**config.mk**
```make
export PLATFORM = sky130hd
export DESIGN_NAME = sdram_burst_seq
export DESIGN_NICKNAME = d
export VERILOG_FILES = /design/src/rtl/sdb_pkg.sv /design/src/rtl/sdb_mode_reg.sv /design/src/rtl/sdb_col_gen.sv /design/src/rtl/sdb_rd_pipe.sv /design/src/rtl/sdram_burst_seq.sv
export SDC_FILE = /design/constraint.sdc
export NUM_CORES = 1
export LEC_CHECK = 0
export ABC_AREA = 1
export BUFFER_PORTS_ARGS = -buffer_cell sky130_fd_sc_hd__buf_2
export CAP_MARGIN = 20
export CORE_ASPECT_RATIO = 1.1
export CORE_MARGIN = 5
export CORE_UTILIZATION = 55
export CTS_CLUSTER_DIAMETER = 150
export CTS_CLUSTER_SIZE = 20
export DETAILED_ROUTE_END_ITERATION = 8
export PLACE_DENSITY_LB_ADDON = 0.25
export SLEW_MARGIN = 40
export SYNTH_ARGS = -nofsm -noshare
export SYNTH_HDL_FRONTEND = slang
export SYNTH_SLANG_ARGS = --single-unit
```
**constraint.sdc**
```tcl
create_clock -name clk -period 5.3 [get_ports clk]
set_input_delay 1.06 -clock clk [delete_from_list [all_inputs] [get_ports clk]]
set_output_delay 1.06 -clock clk [all_outputs]
set_load 0.02 [all_outputs]
```
**src/rtl/sdb_pkg.sv**
```systemverilog
package sdb_pkg;

    typedef enum logic [2:0] {
        CMD_IDLE    = 3'd0,
        CMD_READ    = 3'd1,
        CMD_WRITE   = 3'd2,
        CMD_STOP    = 3'd3,
        CMD_PRECHG  = 3'd4,
        CMD_MODESET = 3'd5
    } cmd_e;

    localparam int MODE_W = 5;

    typedef struct packed {
        logic       lat3;
        logic       ilv;
        logic [2:0] len_code;
    } mode_t;

    typedef struct packed {
        logic col_cmd;
        logic wr;
        logic stop;
        logic pre;
        logic mset;
    } cmd_dec_t;

    localparam mode_t MODE_RESET = '{lat3: 1'b0, ilv: 1'b0, len_code: 3'd0};

    function automatic cmd_dec_t decode_cmd(input logic [2:0] raw);
        cmd_dec_t d;
        d = '0;
        case (cmd_e'(raw))
            CMD_READ:    d.col_cmd = 1'b1;
            CMD_WRITE:   begin d.col_cmd = 1'b1; d.wr = 1'b1; end
            CMD_STOP:    d.stop = 1'b1;
            CMD_PRECHG:  d.pre = 1'b1;
            CMD_MODESET: d.mset = 1'b1;
            default:     d = '0;
        endcase
        return d;
    endfunction

    function automatic mode_t unpack_mode(input logic [MODE_W-1:0] f);
        mode_t m;
        m.len_code = f[2:0];
        m.ilv      = f[3];
        m.lat3     = f[4];
        return m;
    endfunction

    function automatic logic is_full_page(input logic [2:0] code);
        return code[2];
    endfunction

    // low-bit wrap mask for the finite lengths
    function automatic logic [2:0] short_mask(input logic [1:0] code);
        logic [2:0] r;
        case (code)
            2'd0:    r = 3'b000;
            2'd1:    r = 3'b001;
            2'd2:    r = 3'b011;
            default: r = 3'b111;
        endcase
        return r;
    endfunction

endpackage

```
**src/rtl/sdb_mode_reg.sv**
```systemverilog
module sdb_mode_reg
    import sdb_pkg::*;
(
    input  logic              clk,
    input  logic              rst,
    input  logic              mset,
    input  logic              busy,
    input  logic [MODE_W-1:0] field,
    output mode_t             mode
);

    mode_t mode_q;

    always_ff @(posedge clk) begin
        if (rst) begin
            mode_q <= MODE_RESET;
        end else if (mset && !busy) begin
            mode_q <= unpack_mode(field);
        end
    end

    assign mode = mode_q;

    AST_MODE_HELD_BUSY: assert property (@(posedge clk) disable iff (rst)
        busy |=> $stable(mode_q));

endmodule

```
**src/rtl/sdb_col_gen.sv**
```systemverilog
module sdb_col_gen
    import sdb_pkg::*;
#(
    parameter int COL_W  = 8,
    parameter int BANK_W = 2,
    parameter int LANES  = 2
) (
    input  logic              clk,
    input  logic              rst,
    input  logic              col_cmd,
    input  logic              wr_cmd,
    input  logic              stop_cmd,
    input  logic              pre_cmd,
    input  logic [BANK_W-1:0] cmd_bank,
    input  logic [COL_W-1:0]  cmd_col,
    input  logic [LANES-1:0]  dqm,
    input  logic [2:0]        len_code,
    input  logic              ilv,
    output logic              col_valid,
    output logic [BANK_W-1:0] col_bank,
    output logic [COL_W-1:0]  col_addr,
    output logic              col_write,
    output logic [LANES-1:0]  col_mask,
    output logic              pending
);

    localparam logic [COL_W-1:0] ONE = COL_W'(1);

    // burst context
    logic              act_q, act_d;
    logic              wr_q, wr_d;
    logic [BANK_W-1:0] bank_q, bank_d;
    logic [COL_W-1:0]  start_q, start_d;
    logic [COL_W-1:0]  cnt_q, cnt_d;

    // beat being issued this edge
    logic              issue;
    logic [COL_W-1:0]  iss_start, iss_cnt, iss_addr;
    logic              iss_wr;
    logic [BANK_W-1:0] iss_bank;

    // output registers
    logic              v_q;
    logic [BANK_W-1:0] b_q;
    logic [COL_W-1:0]  a_q;
    logic              w_q;
    logic [LANES-1:0]  m_q;

    logic              full;
    logic [COL_W-1:0]  wmask;
    logic              last_beat;
    logic              hits_burst;

    assign full       = is_full_page(len_code);
    assign wmask      = full ? '1 : COL_W'(short_mask(len_code[1:0]));
    assign last_beat  = !full && (cnt_q == wmask);
    assign hits_burst = stop_cmd || (pre_cmd && (cmd_bank == bank_q));

    function automatic logic [COL_W-1:0] beat_col(
        input logic [COL_W-1:0] s,
        input logic [COL_W-1:0] k,
        input logic [COL_W-1:0] msk,
        input logic             xor_order
    );
        logic [COL_W-1:0] low;
        low = xor_order ? (s ^ k) : (s + k);
        return (s & ~msk) | (low & msk);
    endfunction

    always_comb begin
        act_d     = act_q;
        wr_d      = wr_q;
        bank_d    = bank_q;
        start_d   = start_q;
        cnt_d     = cnt_q;
        issue     = 1'b0;
        iss_start = start_q;
        iss_cnt   = cnt_q;
        iss_wr    = wr_q;
        iss_bank  = bank_q;
        if (col_cmd) begin
            issue     = 1'b1;
            iss_start = cmd_col;
            iss_cnt   = '0;
            iss_wr    = wr_cmd;
            iss_bank  = cmd_bank;
            start_d   = cmd_col;
            bank_d    = cmd_bank;
            wr_d      = wr_cmd;
            cnt_d     = ONE;
            act_d     = full || (wmask != '0);
        end else if (act_q && hits_burst) begin
            act_d = 1'b0;
        end else if (act_q) begin
            issue = 1'b1;
            cnt_d = cnt_q + ONE;
            if (last_beat) begin
                act_d = 1'b0;
            end
        end
    end

    assign iss_addr = beat_col(iss_start, iss_cnt, wmask, ilv && !full);

    always_ff @(posedge clk) begin
        if (rst) begin
            act_q   <= 1'b0;
            wr_q    <= 1'b0;
            bank_q  <= '0;
            start_q <= '0;
            cnt_q   <= '0;
            v_q     <= 1'b0;
            b_q     <= '0;
            a_q     <= '0;
            w_q     <= 1'b0;
            m_q     <= '0;
        end else begin
            act_q   <= act_d;
            wr_q    <= wr_d;
            bank_q  <= bank_d;
            start_q <= start_d;
            cnt_q   <= cnt_d;
            v_q     <= issue;
            b_q     <= iss_bank;
            a_q     <= iss_addr;
            w_q     <= iss_wr;
            m_q     <= issue ? dqm : '0;
        end
    end

    assign col_valid = v_q;
    assign col_bank  = b_q;
    assign col_addr  = a_q;
    assign col_write = w_q;
    assign col_mask  = m_q;
    assign pending   = act_q;

    AST_START_BEAT: assert property (@(posedge clk) disable iff (rst)
        col_cmd |=> (v_q && a_q == $past(cmd_col) && b_q == $past(cmd_bank)));

    AST_STOP_HALTS: assert property (@(posedge clk) disable iff (rst)
        (stop_cmd && !col_cmd) |=> !v_q);

    AST_PRE_OWN_BANK: assert property (@(posedge clk) disable iff (rst)
        (pre_cmd && act_q && cmd_bank == bank_q) |=> !v_q);

    AST_PRE_OTHER_BANK: assert property (@(posedge clk) disable iff (rst)
        (pre_cmd && act_q && cmd_bank != bank_q) |=> v_q);

endmodule

```
**src/rtl/sdb_rd_pipe.sv**
```systemverilog
module sdb_rd_pipe #(
    parameter int LANES = 2
) (
    input  logic             clk,
    input  logic             rst,
    input  logic             in_valid,
    input  logic [LANES-1:0] in_mask,
    input  logic             lat3,
    output logic             rd_valid,
    output logic [LANES-1:0] rd_mask,
    output logic             inflight
);

    localparam int DEPTH = 3;

    logic [DEPTH-1:0] v_q;
    logic [LANES-1:0] m_q [DEPTH];

    always_ff @(posedge clk) begin
        if (rst) begin
            v_q <= '0;
            for (int i = 0; i < DEPTH; i++) begin
                m_q[i] <= '0;
            end
        end else begin
            v_q[0] <= in_valid;
            m_q[0] <= in_valid ? in_mask : '0;
            for (int i = 1; i < DEPTH; i++) begin
                v_q[i] <= v_q[i-1];
                m_q[i] <= m_q[i-1];
            end
        end
    end

    assign rd_valid = lat3 ? v_q[2] : v_q[1];
    assign rd_mask  = lat3 ? m_q[2] : m_q[1];
    assign inflight = |v_q;

    AST_LAT_TWO: assert property (@(posedge clk) disable iff (rst)
        (!lat3 && rd_valid) |-> $past(in_valid, 2));

    AST_LAT_THREE: assert property (@(posedge clk) disable iff (rst)
        (lat3 && rd_valid) |-> $past(in_valid, 3));

endmodule

```
**src/rtl/sdram_burst_seq.sv**
```systemverilog
module sdram_burst_seq
    import sdb_pkg::*;
#(
    parameter int COL_W  = 8,
    parameter int BANK_W = 2,
    parameter int LANES  = 2
) (
    input  logic              clk,
    input  logic              rst,
    input  logic [2:0]        cmd,
    input  logic [BANK_W-1:0] cmd_bank,
    input  logic [COL_W-1:0]  cmd_col,
    input  logic [LANES-1:0]  dqm,
    output logic              col_valid,
    output logic [BANK_W-1:0] col_bank,
    output logic [COL_W-1:0]  col_addr,
    output logic              col_write,
    output logic [LANES-1:0]  col_mask,
    output logic              rd_valid,
    output logic [LANES-1:0]  rd_mask
);

    cmd_dec_t dec;
    mode_t    mode;
    logic     pending;
    logic     inflight;
    logic     busy;

    assign dec  = decode_cmd(cmd);
    assign busy = pending || col_valid || inflight;

    sdb_mode_reg i_mode (
        .clk   (clk),
        .rst   (rst),
        .mset  (dec.mset),
        .busy  (busy),
        .field (cmd_col[MODE_W-1:0]),
        .mode  (mode)
    );

    sdb_col_gen #(
        .COL_W  (COL_W),
        .BANK_W (BANK_W),
        .LANES  (LANES)
    ) i_col (
        .clk       (clk),
        .rst       (rst),
        .col_cmd   (dec.col_cmd),
        .wr_cmd    (dec.wr),
        .stop_cmd  (dec.stop),
        .pre_cmd   (dec.pre),
        .cmd_bank  (cmd_bank),
        .cmd_col   (cmd_col),
        .dqm       (dqm),
        .len_code  (mode.len_code),
        .ilv       (mode.ilv),
        .col_valid (col_valid),
        .col_bank  (col_bank),
        .col_addr  (col_addr),
        .col_write (col_write),
        .col_mask  (col_mask),
        .pending   (pending)
    );

    sdb_rd_pipe #(
        .LANES (LANES)
    ) i_rd (
        .clk      (clk),
        .rst      (rst),
        .in_valid (col_valid && !col_write),
        .in_mask  (col_mask),
        .lat3     (mode.lat3),
        .rd_valid (rd_valid),
        .rd_mask  (rd_mask),
        .inflight (inflight)
    );

    AST_NO_WRITE_DATA: assert property (@(posedge clk) disable iff (rst)
        (col_valid && col_write && !pending) |=> ##2 !rd_valid || $past(busy));

endmodule

```
* Yosys cells after proc, flatten, opt, wreduce, memory -nomap -nowiden *
Memory sizes are Yosys's and may differ from the RTL's.
Index checks and enable logic that the tools add are counted.

word-level totals
  bits in registers = 39
  RAM bits = 6
  word-level logic and storage cells = 87
  memories = 1

memories
  name      words  bits a word  read ports  clocked after Yosys merged registers in  write ports  RTL line           RTL
  i_rd.m_q  3      2            3           0                                        3            sdb_rd_pipe.sv:17  logic [LANES-1:0] m_q [DEPTH];

cells by class
  add/subtract/negate cells = 2
  eq/ne operators = 10
  multiplexer cells = 29
  bitwise logic cells = 10
  reductions and logical operators = 22

operators with widths
  operator             count
  $mux 8               4
  $mux 1               19
  $and 8x8->8          2
  $mux 2               5
  $pmux 3 s3           1
  $add 8x1->8 const B  1
  $add 8x8->8          1
  $eq 8x8->1           1
  $not 8->8            1
  $or 8x8->8           1
  $reduce_bool 8->1    1
  $xor 8x8->8          1
  $eq 3x2->1 const B   2
  $eq 3x3->1 const B   2
  $logic_and 1x1->1    6
  $reduce_or 2->1      3
  $logic_or 1x1->1     4
  $reduce_and 2->1     2
  $eq 3x1->1 const B   1
  $logic_not 1->1      3
  $or 1x1->1           3
  $reduce_or 3->1      1
  $eq 2x1->1 const B   1
  $eq 2x2->1           1
  5 further kinds      6

* Depth between registers and ports, before layout *
  word-level depth = 9
  gate-level depth with buffers = 16
  mapped depth without buffers = 16

* Hierarchy *
Synthesis repeated with hierarchy kept, for this count alone.

second synthesis, totals
  cell total of the unflattened synthesis = 366
  area, all modules = 2,433.6 µm²

by module, submodules not included
  module           instances  cells each  area an instance (µm²)
  sdb_col_gen      1          277         1,844.3
  sdb_rd_pipe      1          40          299.0
  sdb_mode_reg     1          34          217.7
  sdram_burst_seq  1          15          72.6

* Least setup slack after synthesis *
Ideal clock, no wire load.

  path type = input port to flip-flop
  start point = in cmd[1]
  end point = reg i_col.a_q[7], in the netlist i_col.col_addr[7]
  arrival = 2.730 ns
  data required time = 5.184 ns
  setup slack = 2.454 ns
  stages on the path = 15
  path through = inv_2 > nand2_2 > nand2_1 > nand2_2 > or2_2 > o21ai_0 > inv_1 > ha_1 > or2_2 > nand3_1 > nand2_1 > nand2_1 > nand3_2 > nand2_1 > o21ai_1

between the ends
  longest elaborated chain between the ends = 8
  elaborated cells between the ends (all ways) = 12
  those cells by class = add/sub: 1; eq/ne: 2; mux: 4; bitwise: 4; reduce/logical: 1

RTL lines
  what                                             RTL line               RTL
  start: declaration                               sdram_burst_seq.sv:10  input logic [2:0] cmd,
  $eq 3x2->1 / $eq 3x1->1 (equally long branches)  sdb_pkg.sv:33          case (cmd_e'(raw))
  $reduce_or 2->1 (no source line) *               --
  $mux 1 *                                         sdb_pkg.sv:33
  $mux 8 *                                         sdb_col_gen.sv:81      if (col_cmd) begin
  named net i_col.iss_start[2]                     sdb_col_gen.sv:38      logic [COL_W-1:0] iss_start, iss_cnt, iss_addr;
  $add 8x8->8 *                                    sdb_col_gen.sv:66      low = xor_order ? (s ^ k) : (s + k);
  $mux 8 *                                         sdb_col_gen.sv:66
  $and 8x8->8 *                                    sdb_col_gen.sv:67      return (s & ~msk) | (low & msk);
  $or 8x8->8 *                                     sdb_col_gen.sv:67
  end signal: assignment                           sdb_col_gen.sv:125     a_q <= iss_addr;
  end: declaration                                 sdb_col_gen.sv:45      logic [COL_W-1:0] a_q;

The timed path passes the listed nets; every way through them passes the cells marked *.
A chain may end at the register's enable or synchronous reset.

* Worst setup path after layout *
Same ends and word-level chain as after synthesis.

==> flow_summary.json <==
{
  "status": "finished clean",
  "numClockSinks": 45,
  "p_leak_uw": 0.001240,
  "netlist_top_cells_area": "dfxtp_1, nand2_1, nor2_1, inv_1, a21oi_1",
  "worstPathMaxFanout": 13,
  "port_buffers": 33,
  "grtUsageTotal_pct": 18.42,
  "fill_cells": 386,
  "wirelength_um": 4834,
  "yosys.area.top_type": "dfxtp_1",
  "path_class": "in2reg",
  "max_freq_mhz": 330.1,
  "crit_buf_inv": 3,
  "timing.setup.tns_ps": 0,
  "worstPathRequired_ps": 5490,
  "rsz0062_at_grt": "false",
  "antenna_left": 0,
  "avgSynthCellArea_um2": 6.863,
  "row_count": 24,
  "syn_to_final_growth_pct": 12.40,
  "hold_path.class": "reg2reg",
  "async_flop_share_pct": 0,
  "fin_skew_ps": 8.374,
  "clkSlewWorstSetupHoldPaths_ps": 90,
  "ys_ff_latch": 45,
  "min_period_over_period_pct": 57.15,
  "drive_above_1_share_pct": 15.98,
  "crit_family": "simple AND/OR/NAND/NOR gates",
  "cp_slowest_cell": "ha_1",
  "core_area_mm2": 0.003964,
  "max_slew_margin_pct": 63.80,
  "ir_worst_vdd_mv": 0.1267,
  "die_y_um": 77.10,
  "finalNonFillerCells": 415,
  "setup_viol": 0,
  "start_kind": "input port",
  "clock-root-buffer": "clkbuf_8",
  "htree_levels": 2,
  "drtPass1Iterations": 4,
  "grt_pass1_vias": 1913,
  "dp_cells": 407,
  "n_antenna_cell": 0,
  "drt_iter0_markers": 113,
  "drv_cap": 0,
  "drcViolationCount": 0,
  "clockBufferDepth": 2,
  "powerDensity_mw_per_mm2": 262.7,
  "viasPerCell": 4.954,
  "fin_crit_ps": 3029,
  "io_pins": 34,
  "die_area_mm2": 0.005473,
  "power_uw": 664.7,
  "syn_inst": 328,
  "synth_nets": 354,
  "crit_path_max_incr_delay_ps": 340,
  "grt_start_max_net_pins": 20,
  "gp_congestion": 0.8976,
  "finalMaxSlewViolations": 0,
  "antenna_found_initial": 0,
  "worst_pin_slew_ps": 542.3,
  "hpwl_um": 3568,
  "synth_edf_count": 0,
  "postCtsHoldBufs": 0,
  "overflow": 0,
  "cts_buffers": 5,
  "ys.flop_type": "dfxtp_1",
  "critPathMostFrequentCell": "nand2_1",
  "wl_per_cell_um": 11.65,
  "grt_pass1_wl_um": 8286,
  "synth_warnings": 0,
  "arrival_ps": 3220,
  "nets": 388,
  "hold_ws_ps": 400.4,
  "synth_seq_area_share_pct": 40.02,
  "synth_top_area_share_pct": 40.02,
  "hold_violations": 0,
  "crit_chain": "buf_2 -> inv_2 -> nand2_2 -> nand2_1 -> nand2_2 -> or2_2 -> o21ai_0 -> inv_1 -> ha_1 -> or2_2 -> nand3_1 -> nand2_1 -> nand2_1 -> nand3_2 -> nand2_1 -> o21ai_1",
  "insertion_delay_ps": 300,
  "yosysUniqueCellTypes": 26,
  "post_cts_buffers": 0,
  "netlist_area_mm2": 0.002251,
  "cts_tree": "done",
  "postCtsResizedCells": 0,
  "worstSetupEndpointType": "register",
  "initial_core_util_pct": 56.79,
  "die_w_um": 71.00,
  "vias": 2056
}
cells in the mapped netlist, drive strengths merged, types with 2 or more instances:
cell   instances
nand2         90
nand3         12
xnor2          2
nor3           5
buf            6
nand4          2
ha             8
or2            2
xor2           7
o21ai         22
inv           47
a21oi         26
nor2          51
dfxtp         45
cells by family (layout without fill, tap and decap cells):
logic type / count (synthesis) / in the layout / synth area share, %
AOI/OAI and AO/OA: 50 / 50 / 11.78
xor gates and xnor gates: 9 / 9 / 3.502
DFF: 45 / 45 / 40.02
adders and majority gates: 9 / 9 / 5.337
buffers and inverters: 53 / 88 / 9.505
and+or+nand+nor: 162 / 162 / 29.85
per-stage QoR:
stage / setup WS [ps] / area [um2] / utilization (%)
2_1_floorplan: 2454 / 2251 / -
3_3_place_gp: 2024 / 2444 / 61.65
3_5_place_dp: 1966 / 2444 / 61.65
4_1_cts: 2281 / 2530 / 63.83
5_1_grt: 2158 / 2530 / 63.83
6_report: 2271 / 2530 / 63.83
worst paths after layout:
kind                            slack, ps                            to  cells after the start                        start
worst max register to register       3320  i_col.col_addr[6]$_SDFF_PP0_                     11  i_col.cnt_q[0]$_SDFFE_PP0P_
worst max-delay path                 2270  i_col.col_addr[7]$_SDFF_PP0_                     16                       cmd[1]
worst min register to register        400     i_rd.m_q[0][2]$_SDFF_PP0_                      2    i_rd.m_q[0][0]$_SDFF_PP0_
worst min-delay path                  400     i_rd.m_q[0][2]$_SDFF_PP0_                      2    i_rd.m_q[0][0]$_SDFF_PP0_
final cells by class:
cell class                      count  area (um2)  area share, %
Tap cell                           52       65.06          2.572
Timing Repair Buffer               33       165.2          6.528
Sequential cell                    45       900.9          35.61
Clock buffer                        5       68.82          2.720
Inverter                           47       176.4          6.973
Multi-Input combinational cell    230        1136          44.91
Clock inverter                      3       17.52         0.6924
metal layers:
| layer | GRT usage, % | up-vias | wire, um |
|---|---|---|---|
| met5 | 0 | - | 0 |
| met4 | 6.391 | 0 | 63 |
| met3 | 3.529 | 6 | 241 |
| met2 | 32.37 | 39 | 2311 |
| met1 | 22.06 | 928 | 2218 |
| li1 | - | 1083 | - |
layout by cell type, fill, tap and decap left out:
cell / count
inv_1: 43
fa_1: 1
nand3_2: 3
nand2_2: 5
dfxtp_1: 45
nand3_1: 9
buf_2: 33
clkinvlp_4: 1
o211ai_1: 1
nor3_1: 5
xnor2_1: 2
nor2_2: 2
nand2_1: 85
or2_2: 2
o22ai_1: 1
inv_2: 4
o21ai_0: 16
ha_1: 8
o21ai_4: 1
nor2_1: 49
xor2_1: 7
clkbuf_8: 5
a21oi_1: 26
clkinv_2: 2
o21ai_1: 5
nand4_1: 2
sequential cells by signal (all words and copies together), names as in the netlist:
register	cells
i_col.cnt_q	8
i_col.col_addr	8
i_col.col_valid	1
i_rd.v_q	3
i_rd.m_q	6
i_col.col_mask	2
i_col.wr_q	1
i_col.start_q	8
i_col.bank_q	2
i_col.pending	1
i_mode.mode	5
power by group:
part           internal (uW)  switching [uW]
logic                   32.9            64.6
registers                353            8.95
clock network           91.0             115
tightest hold or removal path: stages, from the launching register on:
cell     delay [ps]
dfxtp_1         300
inv_1            40
nor2_1           30
(Power assumes the default switching activity.)
